===== src/rtl/scl_guard_pkg.sv =====
package scl_guard_pkg;

  typedef enum logic [1:0] {
    SPD_N5 = 2'b00,
    SPD_N6 = 2'b01,
    SPD_N7 = 2'b10,
    SPD_N4 = 2'b11
  } speed_e;

  function automatic logic [3:0] min_cycles(input logic [1:0] code);
    logic [3:0] n;
    case (speed_e'(code))
      SPD_N7:  n = 4'd7;
      SPD_N6:  n = 4'd6;
      SPD_N5:  n = 4'd5;
      default: n = 4'd4;
    endcase
    return n;
  endfunction

endpackage


===== src/rtl/scl_rst_sync.sv =====
module scl_rst_sync #(
  parameter int STAGES = 2
) (
  input  logic clk,
  input  logic rst_n,
  output logic rst_n_sync
);
  logic [STAGES-1:0] sync_q;

  always_ff @(posedge clk or negedge rst_n) begin
    if (!rst_n) sync_q <= '0;
    else        sync_q <= {sync_q[STAGES-2:0], 1'b1};
  end

  assign rst_n_sync = sync_q[STAGES-1];
endmodule


===== src/rtl/scl_cycle_prescaler.sv =====
module scl_cycle_prescaler #(
  parameter int PRESCALE = 6
) (
  input  logic clk,
  input  logic rst_n,
  input  logic restart_i,
  output logic tick_o
);
  localparam int PS_W = (PRESCALE > 2) ? $clog2(PRESCALE) : 1;
  localparam logic [PS_W-1:0] LAST = PS_W'(PRESCALE - 1);

  logic [PS_W-1:0] div_q, div_d;
  logic            at_last;

  assign at_last = (div_q == LAST);

  always_comb begin
    div_d = div_q;
    if (restart_i)    div_d = '0;
    else if (at_last) div_d = '0;
    else              div_d = div_q + PS_W'(1);
  end

  always_ff @(posedge clk or negedge rst_n) begin
    if (!rst_n) div_q <= '0;
    else        div_q <= div_d;
  end

  assign tick_o = at_last;
endmodule


===== src/rtl/scl_mintime_core.sv =====
module scl_mintime_core
  import scl_guard_pkg::*;
#(
  parameter int CNT_W = 10,
  parameter int MIN_W = 3
) (
  input  logic       clk,
  input  logic       rst_n,
  input  logic       en_i,
  input  logic       full_i,
  input  logic       clear_i,
  input  logic       scl_edge_i,
  input  logic       tick_i,
  input  logic [1:0] speed_i,
  output logic       min_ok_o,
  output logic       wrap_o
);
  localparam logic [CNT_W-1:0] BASE = CNT_W'(1 << MIN_W);

  logic [CNT_W-1:0] cnt_q, cnt_d;
  logic             done_q, done_d;
  logic [MIN_W:0]   low_sum;
  logic [CNT_W:0]   full_sum;
  logic [CNT_W-1:0] preload;
  logic             wrap_d;

  assign preload  = BASE - CNT_W'(min_cycles(speed_i));
  assign low_sum  = {1'b0, cnt_q[MIN_W-1:0]} + (MIN_W+1)'(1);
  assign full_sum = {1'b0, cnt_q} + (CNT_W+1)'(1);

  always_comb begin
    cnt_d  = cnt_q;
    done_d = done_q;
    wrap_d = 1'b0;
    if (!en_i || clear_i) begin
      cnt_d  = '0;
      done_d = 1'b0;
    end else if (scl_edge_i) begin
      cnt_d  = preload;
      done_d = 1'b0;
    end else if (tick_i) begin
      if (low_sum[MIN_W]) done_d = 1'b1;
      if (full_i) begin
        cnt_d  = full_sum[CNT_W-1:0];
        wrap_d = full_sum[CNT_W];
      end else begin
        cnt_d = {cnt_q[CNT_W-1:MIN_W], low_sum[MIN_W-1:0]};
      end
    end
  end

  always_ff @(posedge clk or negedge rst_n) begin
    if (!rst_n) begin
      cnt_q  <= '0;
      done_q <= 1'b0;
    end else begin
      cnt_q  <= cnt_d;
      done_q <= done_d;
    end
  end

  assign min_ok_o = done_q;
  assign wrap_o   = wrap_d;
endmodule


===== src/rtl/scl_tmo_flag.sv =====
module scl_tmo_flag (
  input  logic clk,
  input  logic rst_n,
  input  logic wrap_i,
  input  logic clr_i,
  output logic ovf_o,
  output logic pulse_o
);
  logic ovf_q, ovf_d, pulse_q;

  always_comb begin
    ovf_d = ovf_q;
    if (wrap_i)     ovf_d = 1'b1;
    else if (clr_i) ovf_d = 1'b0;
  end

  always_ff @(posedge clk or negedge rst_n) begin
    if (!rst_n) begin
      ovf_q   <= 1'b0;
      pulse_q <= 1'b0;
    end else begin
      ovf_q   <= ovf_d;
      pulse_q <= wrap_i;
    end
  end

  assign ovf_o   = ovf_q;
  assign pulse_o = pulse_q;
endmodule


===== src/rtl/scl_guard_timer.sv =====
module scl_guard_timer #(
  parameter int CNT_W    = 10,
  parameter int MIN_W    = 3,
  parameter int PRESCALE = 6
) (
  input  logic       clk,
  input  logic       rst_n,
  input  logic       slave_en_i,
  input  logic       master_req_i,
  input  logic       master_i,
  input  logic       run_i,
  input  logic       frame_i,
  input  logic [1:0] speed_i,
  input  logic       scl_edge_i,
  input  logic       start_i,
  input  logic       stop_i,
  input  logic       clr_flag_i,
  output logic       min_ok_o,
  output logic       ovf_flag_o,
  output logic       tmo_pulse_o
);
  logic rst_n_s;
  logic en, full_run, bus_evt, restart, tick, wrap;

  assign en       = slave_en_i | master_req_i | master_i;
  assign full_run = run_i & frame_i;
  assign bus_evt  = start_i | stop_i;
  assign restart  = ~en | bus_evt | scl_edge_i;

  scl_rst_sync #(.STAGES(2)) u_rst (
    .clk        (clk),
    .rst_n      (rst_n),
    .rst_n_sync (rst_n_s)
  );

  scl_cycle_prescaler #(.PRESCALE(PRESCALE)) u_pre (
    .clk       (clk),
    .rst_n     (rst_n_s),
    .restart_i (restart),
    .tick_o    (tick)
  );

  scl_mintime_core #(.CNT_W(CNT_W), .MIN_W(MIN_W)) u_core (
    .clk        (clk),
    .rst_n      (rst_n_s),
    .en_i       (en),
    .full_i     (full_run),
    .clear_i    (bus_evt),
    .scl_edge_i (scl_edge_i),
    .tick_i     (tick),
    .speed_i    (speed_i),
    .min_ok_o   (min_ok_o),
    .wrap_o     (wrap)
  );

  scl_tmo_flag u_flag (
    .clk     (clk),
    .rst_n   (rst_n_s),
    .wrap_i  (wrap),
    .clr_i   (clr_flag_i),
    .ovf_o   (ovf_flag_o),
    .pulse_o (tmo_pulse_o)
  );
endmodule


===== config.mk =====
export PLATFORM = sky130hd
export DESIGN_NAME = scl_guard_timer
export DESIGN_NICKNAME = d
export VERILOG_FILES = /design/src/rtl/scl_guard_pkg.sv /design/src/rtl/scl_rst_sync.sv /design/src/rtl/scl_cycle_prescaler.sv /design/src/rtl/scl_mintime_core.sv /design/src/rtl/scl_tmo_flag.sv /design/src/rtl/scl_guard_timer.sv
export SDC_FILE = /design/constraint.sdc
export NUM_CORES = 1
export LEC_CHECK = 0
export BUFFER_PORTS_ARGS = -buffer_cell sky130_fd_sc_hd__buf_2
export CAP_MARGIN = 0
export CORE_MARGIN = 4
export CORE_UTILIZATION = 48
export DETAILED_ROUTE_END_ITERATION = 16
export PLACE_DENSITY_LB_ADDON = 0.25
export SYNTH_ARGS = -nofsm -noshare
export SYNTH_HDL_FRONTEND = slang
export SYNTH_SLANG_ARGS = --single-unit

===== constraint.sdc =====
create_clock -name clk -period 0.8 [get_ports clk]
set_input_delay 0.12 -clock clk [delete_from_list [all_inputs] [get_ports clk]]
set_output_delay 0.12 -clock clk [all_outputs]
set_load 0.005 [all_outputs]

==> Word-level counts from Yosys, hierarchy flattened <==
Cells that the tools add are included.
{ "word_totals": {"register_bits": 18, "latch_bits": 0, "mem_bits_rw": 0, "rom_bits": 0, "in_bits": 13, "word_cells": 47, "mem_count": 0} }
{ "classes": {"n_addsub": 4, "mul": 0, "div": 0, "order_cmp": 0, "eq_ne": 3, "shift": 0, "muxes": 17, "bitwise_logic": 7, "reduce_logical": 9} }
{ "ops": {"columns": ["cell", "n"], "rows": [
  ["$mux 10", 4],
  ["$add 10x1->11 const B", 1],
  ["$mux 1", 10],
  ["$reduce_bool 3->1", 3],
  ["$mux 3", 2],
  ["$pmux 2 s3", 1],
  ["$or 1x1->1", 5],
  ["$sub 4x3->5 const A", 1],
  ["$add 3x1->4 const B", 1],
  ["$reduce_and 2->1", 2],
  ["$add 3x1->3 const B", 1],
  ["$eq 3x3->1 const B", 1],
  ["$eq 2x1->1 const B", 1],
  ["$eq 2x2->1 const B", 1],
  ["$logic_not 2->1", 1],
  ["$reduce_bool 2->1", 1],
  ["$and 1x1->1", 1],
  ["$logic_not 1->1", 1],
  ["$logic_or 1x1->1", 1],
  ["$not 1->1", 1]
]} }

==> Longest topological paths before layout <==
Gate-level depths: netlist (run 1).
{ "logic_depth": {"word_depth": 6, "depth_mapped": 5, "mapped_depth_nobuf": 5} }

==> By module <==
A second synthesis (run 1) with hierarchy kept.
{ "unflattened": {"hier_cells": 94, "hier_area_um2": 943.4} }
{ "by_module_without_submodules": {"columns": ["module", "instances", "cells_per_inst", "area_each_um2"], "rows": [
  ["scl_mintime_core", 1, 71, 669.4],
  ["scl_cycle_prescaler", 1, 11, 126.4],
  ["scl_tmo_flag", 1, 4, 61.3],
  ["scl_rst_sync", 1, 3, 53.8],
  ["scl_guard_timer", 1, 5, 32.5]
]} }

==> Worst setup path after synthesis (run 1) <==
Ideal clock, no wire load.
{ "synth_timing": {"path_type": "reg-to-reg", "startpoint": "reg u_pre.div_q[1]", "endpoint": "reg u_core.cnt_q[7]", "setup_ps": 120, "t_arrival_ps": 1158, "t_required_ps": 680, "setup_slack_ps": -478, "stages_incl_launch_ff": 6, "n_path_buf": 1, "period_less_slack_ps": 1278, "cell_sequence": "dfrtp_1 > nand3b_4 > buf_6 > nor4_4 > xnor2_1 > nor2_2"} }
{ "synth_between": {"elab_chain_len": 3} }
{ "synth_lines": {"columns": ["element", "line_no", "rtl"], "rows": [
  ["start, declared", "scl_cycle_prescaler.sv:12", "logic [PS_W-1:0] div_q, div_d;"],
  ["start signal, assigned", "scl_cycle_prescaler.sv:26", "else div_q <= div_d;"],
  ["$eq 3x3->1", "scl_cycle_prescaler.sv:15", "assign at_last = (div_q == LAST);"],
  ["$reduce_bool 3->1 (no line)", null, null],
  ["$reduce_and 2->1 (no line)", null, null],
  ["end signal, assigned", "scl_mintime_core.sv:57", "cnt_q <= cnt_d;"],
  ["end, declared", "scl_mintime_core.sv:20", "logic [CNT_W-1:0] cnt_q, cnt_d;"]
]} }
No other way between the ends.
A chain may end at the register's enable or synchronous reset.

==> Final worst setup path (run 1) <==
{ "layout_timing": {"startpoint": "reg u_core.cnt_q[3]", "endpoint": "reg u_core.cnt_q[9]"} }
{ "layout_between": {"elab_chain_len": 5} }
{ "layout_lines": {"columns": ["element", "line_no", "rtl"], "rows": [
  ["$add 10x1->11", "scl_mintime_core.sv:29", "assign full_sum = {1'b0, cnt_q} + (CNT_W+1)'(1);"],
  ["$mux 10", "scl_mintime_core.sv:43", "if (full_i) begin"],
  ["$mux 10", "scl_mintime_core.sv:41", "end else if (tick_i) begin"],
  ["$mux 10", "scl_mintime_core.sv:38", "end else if (scl_edge_i) begin"],
  ["$mux 10", "scl_mintime_core.sv:35", "if (!en_i || clear_i) begin"]
]} }
No other way between the ends. The select of a mux whose other input is x is not followed.

==> results of run 1 <==
repair_timing:
item	CTS	global route
hold buffers	1	0
resized for setup	12	5
pin swaps	6	6
setup buffers	2	1
hold endpoints to repair	2	0
setup endpoints to repair	18	18
sequential cells by signal, summed over array words and instances, names as in the netlist:
| register | count |
|---|---|
| u_rst.sync_q | 2 |
| u_flag.pulse_o | 1 |
| u_core.min_ok_o | 1 |
| u_pre.div_q | 3 |
| u_core.cnt_q | 10 |
| u_flag.ovf_o | 1 |
cells in the final DEF, fill, tap and decap left out, types with 2 or more instances in the layout:
cell type   n
nor4_4      3
xnor2_1     7
a21oi_2     2
nand2_1     5
nor2_1     13
inv_1       3
buf_6       5
nor3_4      4
nor2_2      2
buf_2      15
dfrtp_2     2
nand3_2     2
ha_1        3
clkbuf_4    3
dfrtp_1    16
nand3_1     2
a21oi_1     2
buf_4      20
cell type report:
class	instances	area share, %
Multi-Input combinational cell	66	41.7
Sequential cell	18	31.3
Timing Repair Buffer	42	21.6
Tap cell	27	2.34
Clock buffer	3	1.56
Inverter	5	1.47
where the power goes:
part / switching [mW] / leakage, nW / internal (mW) / total (mW)
Clock: 0.255 / 0.0138 / 0.175 / 0.429
Sequential: 0.0115 / 0.243 / 0.923 / 0.934
Combinational: 0.0991 / 0.514 / 0.0939 / 0.193
Total: 0.365 / 0.770 / 1.19 / 1.56
per-layer routing:
| layer | routed length, um | up-vias |
|---|---|---|
| li1 | - | 399 |
| met2 | 1080 | 14 |
| met4 | 15 | 0 |
| met3 | 66 | 2 |
| met5 | 0 | - |
| met1 | 833 | 398 |
how the worst min path moves through the flow:
stage | start | to | slack, ns | depth (start not counted)
final | clr_flag_i | u_flag.ovf_o | 0.11 | 3
after global routing | rst_n | u_rst.sync_q[0] | 0.12 | 2
after CTS | clr_flag_i | u_flag.ovf_o | 0.09 | 3
after detailed placement | rst_n | u_rst.sync_q[1] | -0.09 | 1
after global placement | rst_n | u_rst.sync_q[1] | -0.1 | 1
after floorplan | rst_n | u_rst.sync_q[0] | -0.18 | 0
worst max-delay path, cell delays in order (launching register included):
cell and delay, ns:
dfrtp_1 0.41, nand4_4 0.22, nor3_4 0.22, a21oi_1 0.10, a31o_2 0.21
stage by stage:
stage | util, % | std cells | worst slack, ns | setup TNS, ns
after floorplan | - | 91 | -0.430 | -4.77
after global placement | 67.7 | 154 | -0.451 | -5.43
after detailed placement | 67.7 | 154 | -0.479 | -5.72
after CTS | 72.8 | 160 | -0.473 | -5.68
after global routing | 74.4 | 161 | -0.567 | -6.92
final | 74.4 | 161 | -0.463 | -5.63
cell families after synthesis:
| group | share of synthesized area (%) |
|---|---|
| AO/OA/AOI/OAI | 6.19 |
| AND/OR/NAND/NOR | 29.1 |
| other | 0.386 |
| buffers and inverters | 3.61 |
| multiplexers | 1.03 |
| flip-flops | 46.4 |
| adder cells (fa/ha/maj) | 5.15 |
| XOR/XNOR | 8.12 |
==> metrics.yaml, run 1 <==
syn_to_final_growth_pct: 48.8
fmax_ghz: 0.792
synthTopCellsByCount: "18 x dfrtp_1, 13 x nor2_1, 8 x xnor2_1, 6 x nand2_1"
p_total_mw: 1.56
cts_buffers: 3
hold_viol: 0
drtIter0Drc: 13
core_area_um2: 1940
p_per_area_nw_per_um2: 1080
status: "finished with violations"
place_area_um2: 1310
yosys_register_bits: 18
min_path_type: "in2reg"
worstSkewPairLatency_ns: 0.28
peakVddDrop_mv: 1.19
synthTopCellsByArea: "dfrtp_1 46%, xnor2_1 7.2%, ha_1 5.2%"
startpoint_type: "register"
holdWs_ns: 0.105
die_h_um: 53.0
overflow: 0
finalSetupViolations: 18
dpl.hpwl_um: 1500
portBuffers: 15
synth_edf_count: 0
die-area_um2: 2810
fin_crit_sh_pct: 158
root_buffer: "clkbuf_4"
use_met1_pct: 20.8
nFillCells: 167
crit_end: "u_core.cnt_q[9]"
synth_most_common_cell: "dfrtp_1"
clkSinkCount: 18
crit_type: "reg2reg"
dr.pass1.iters: 3
synthCells: 91
drcViolationCount: 0
vias_per_cell: 5.05
endpoint_kind: "register"
synthDistinctLibCells: 30
track_usage_pct: 17.8
ys.flop_type: "dfrtp_1"
antenna_found_initial: 0
critPathLaunch: "u_core.cnt_q[3]"
routed_wl_um: 2000
r2r_end: "u_core.cnt_q[9]"
synth_area_per_cell_um2: 10.7
r2r_setup_slack_ns: -0.46
wl_per_cell_um: 12.4
synth_area_um2: 971
seqCellArea_um2: 453
start_util_pct: 50.0
critPathArrivalTime_ns: 1.45
synth_seq_area_share_pct: 46.4
io_pins: 16
path_max_fanout: 5
leakage_nw: 0.770
final_area_um2: 1450
maxCapViolCount: 0
slew_viol_final: 0
multi_input_area_um2: 603
cts.clk_slew.worst_paths_ns: 0.10
n_antenna_cell: 0
ys_async_sr_fraction_pct: 100
cts_tree: "done"
globalplace.congestion: 0.765
die_w_um: 53.0
num_rows: 16
timing.rr.start: "u_core.cnt_q[3]"
violations: "setup timing"
gr-usage-met2_pct: 31.0
fin_skew_ns: 0.00476
grt_first_pass_wirelength_um: 3540
netlist.area_leader.share_pct: 46.4
drive_above_1_share_pct: 53.0
critPathRequiredTime_ns: 0.99
reg2reg_depth: 4
htree_levels: 1
synth.largest_area_cell: "dfrtp_1"
gr-usage-met3_pct: 3.66
rsz0062_at_grt: "true"
fin_nets: 153
min_period_ns: 1.26
gr-max-usage-layer: "met2"
detail-route-antenna-nets: 0
ys.warnings.count: 0
syn_nets: 108
vias: 813
clk_path_buf_depth: 2
grt_start_max_net_pins: 17
timing.final.ws_setup_ns: -0.463
grt_pass1_vias: 825
Note: power is estimated with default switching activity, not from simulation.
==> run 2, diff against run 1 <==
- RECOVER_POWER: unset -> 100
==> metrics.yaml, run 2 (same netlist as run 1, synthesis figures left out) <==
htree_levels: 1  # unchanged
root_buffer: "clkbuf_4"
wl_per_cell_um: 12.4  # -0.25%
fin_skew_ns: 0.00476  # +0.00000752 ns
start_util_pct: 50.0  # unchanged
crit_family: "simple AND/OR/NAND/NOR gates"
startpoint_type: "register"
track_usage_pct: 17.8  # unchanged
mostFrequentLayoutCells: "19 x buf_4, 16 x dfrtp_1, 15 x buf_2"
critPathSlowestCell: "dfrtp_1"
overflow: 0  # unchanged
finalSetupViolations: 18  # unchanged
drive_above_1_share_pct: 52.2  # -0.75 points
core_area_um2: 1940  # unchanged
fin_crit_sh_pct: 158  # unchanged
dpl.hpwl_um: 1500  # unchanged
grt_first_pass_wirelength_um: 3540  # unchanged
syn_to_final_growth_pct: 47.8
final_common_cell: "buf_4"
peakVddDrop_mv: 1.19  # about the same
p_per_area_nw_per_um2: 1080  # +0.36%
timing.final.ws_setup_ns: -0.463  # unchanged
fin_nets: 153  # unchanged
detail-route-antenna-nets: 0  # unchanged
num_rows: 16  # unchanged
crit_type: "reg2reg"
die_w_um: 53.0  # unchanged
leakage_nw: 0.766  # -0.55%
routed_wl_um: 1990  # -0.25%
globalplace.congestion: 0.765  # unchanged
grt_pass1_vias: 825  # unchanged
cts_buffers: 3  # unchanged
nFillCells: 169  # +1.2%
rsz0062_at_grt: "true"
grt_start_max_net_pins: 17  # unchanged
regMostFlops: "u_core.cnt_q"
crit_buf_inv: 0  # unchanged
placedCellCount: 154  # unchanged
portBuffers: 15  # unchanged
clk_path_buf_depth: 2  # unchanged
cts_tree: "done"
n_antenna_cell: 0  # unchanged
reg2reg_depth: 4  # unchanged
hold_viol: 0  # unchanged
final.setup.tns_ns: -5.66  # -0.0370 ns
hold_path_startpoint: "clr_flag_i"
holdWs_ns: 0.105  # +0.00000900 ns
maxCapViolCount: 0  # unchanged
clkSinkCount: 18  # unchanged
critPathArrivalTime_ns: 1.45  # about the same
antenna_found_initial: 0  # unchanged
critPathRequiredTime_ns: 0.99  # about the same
path_max_fanout: 5  # unchanged
worstSkewPairLatency_ns: 0.28  # about the same
finalNonFillerCells: 161  # unchanged
largest_register_ffs: 10  # unchanged
vias: 815  # +0.25%
crit_end: "u_core.cnt_q[9]"
slew_viol_final: 0  # unchanged
place_area_um2: 1310  # unchanged
cts.clk_slew.worst_paths_ns: 0.10  # about the same
drcViolationCount: 0  # unchanged
critPathLaunch: "u_core.cnt_q[3]"
final_area_um2: 1440  # -0.69%
r2r_end: "u_core.cnt_q[9]"
violations: "setup timing"
r2r_setup_slack_ns: -0.46  # about the same
vias_per_cell: 5.06  # +0.25%
max_stage_delay_ns: 0.41  # about the same
min_path_type: "in2reg"
die-area_um2: 2810  # unchanged
status: "finished with violations"
drtIter0Drc: 13  # unchanged
endpoint_kind: "register"
cp_num_cells: 4  # unchanged
die_h_um: 53.0  # unchanged
timing.rr.start: "u_core.cnt_q[3]"
crit_chain: "nand4_4, nor3_4, a21oi_1, a31o_2"
fmax_ghz: 0.792  # unchanged
largestRegisters: "u_core.cnt_q (10), u_pre.div_q (3), u_rst.sync_q (2)"
io_pins: 16  # unchanged
dr.pass1.iters: 3  # unchanged
min_period_ns: 1.26  # unchanged
[run 2: cell types whose count changed in the layout (fill, tap and decap cells not counted)]
cell | previous run | this run
buf_4 | 20 | 19
buf_6 | 5 | 4
clkbuf_1 | 0 | 1
clkbuf_2 | 0 | 1
[run 2: worst register-to-register path, cell delays in order (launching register included)]
cell     delay, ns
dfrtp_1       0.41
nand4_4       0.22
nor3_4        0.22
a21oi_1       0.10
a31o_2        0.21
[run 2: timing repair]
| item | 4_1_cts | 5_1_grt |
|---|---|---|
| endpoints found under the hold margin | 2 | 0 |
| gates resized for setup | 12 | 5 |
| hold buffers | 1 | 0 |
| buffers inserted | 2 | 1 |
| setup endpoints to repair | 18 | 18 |
| pin swaps | 6 | 6 |
[run 2: worst min-delay path by stage]
stage	to	slack, ns	cells past startpoint
2_1_floorplan	u_rst.sync_q[0]	-0.18	0
3_5_place_dp	u_rst.sync_q[1]	-0.09	1
6_report	u_flag.ovf_o	0.11	3
4_1_cts	u_flag.ovf_o	0.09	3
5_1_grt	u_rst.sync_q[0]	0.12	2
3_3_place_gp	u_rst.sync_q[1]	-0.1	1
[run 2: report_power, final]
group	switching, mW	internal, mW
sequential	0.0110	0.923
clock	0.255	0.175
combinational	0.0989	0.0893
[run 2: cell type report]
cell class	count	area (um^2)	share of cell area, %
Clock buffer	3	22.5	1.57
Inverter	5	21.3	1.48
Multi-Input combinational cell	66	603	42.0
Timing Repair Buffer	42	302	21.0
Tap cell	27	33.8	2.35
Sequential cell	18	453	31.6
[run 2: through the flow]
step,util [%],power [mW],setup slack (ns)
detailed placement,67.7,1.13,-0.479
global route,73.9,1.65,-0.567
finish,73.9,1.55,-0.463
CTS,72.8,1.59,-0.473
global placement,67.7,1.12,-0.451
floorplan,-,1.03,-0.430
[run 2: routing by layer]
metal,global-route usage (%),vias to the layer above,wire length [um]
met2,31.0,14,1080
met3,3.66,2,66
li1,-,400,-
met5,0,-,0
met4,8.09,0,15
met1,20.8,399,830
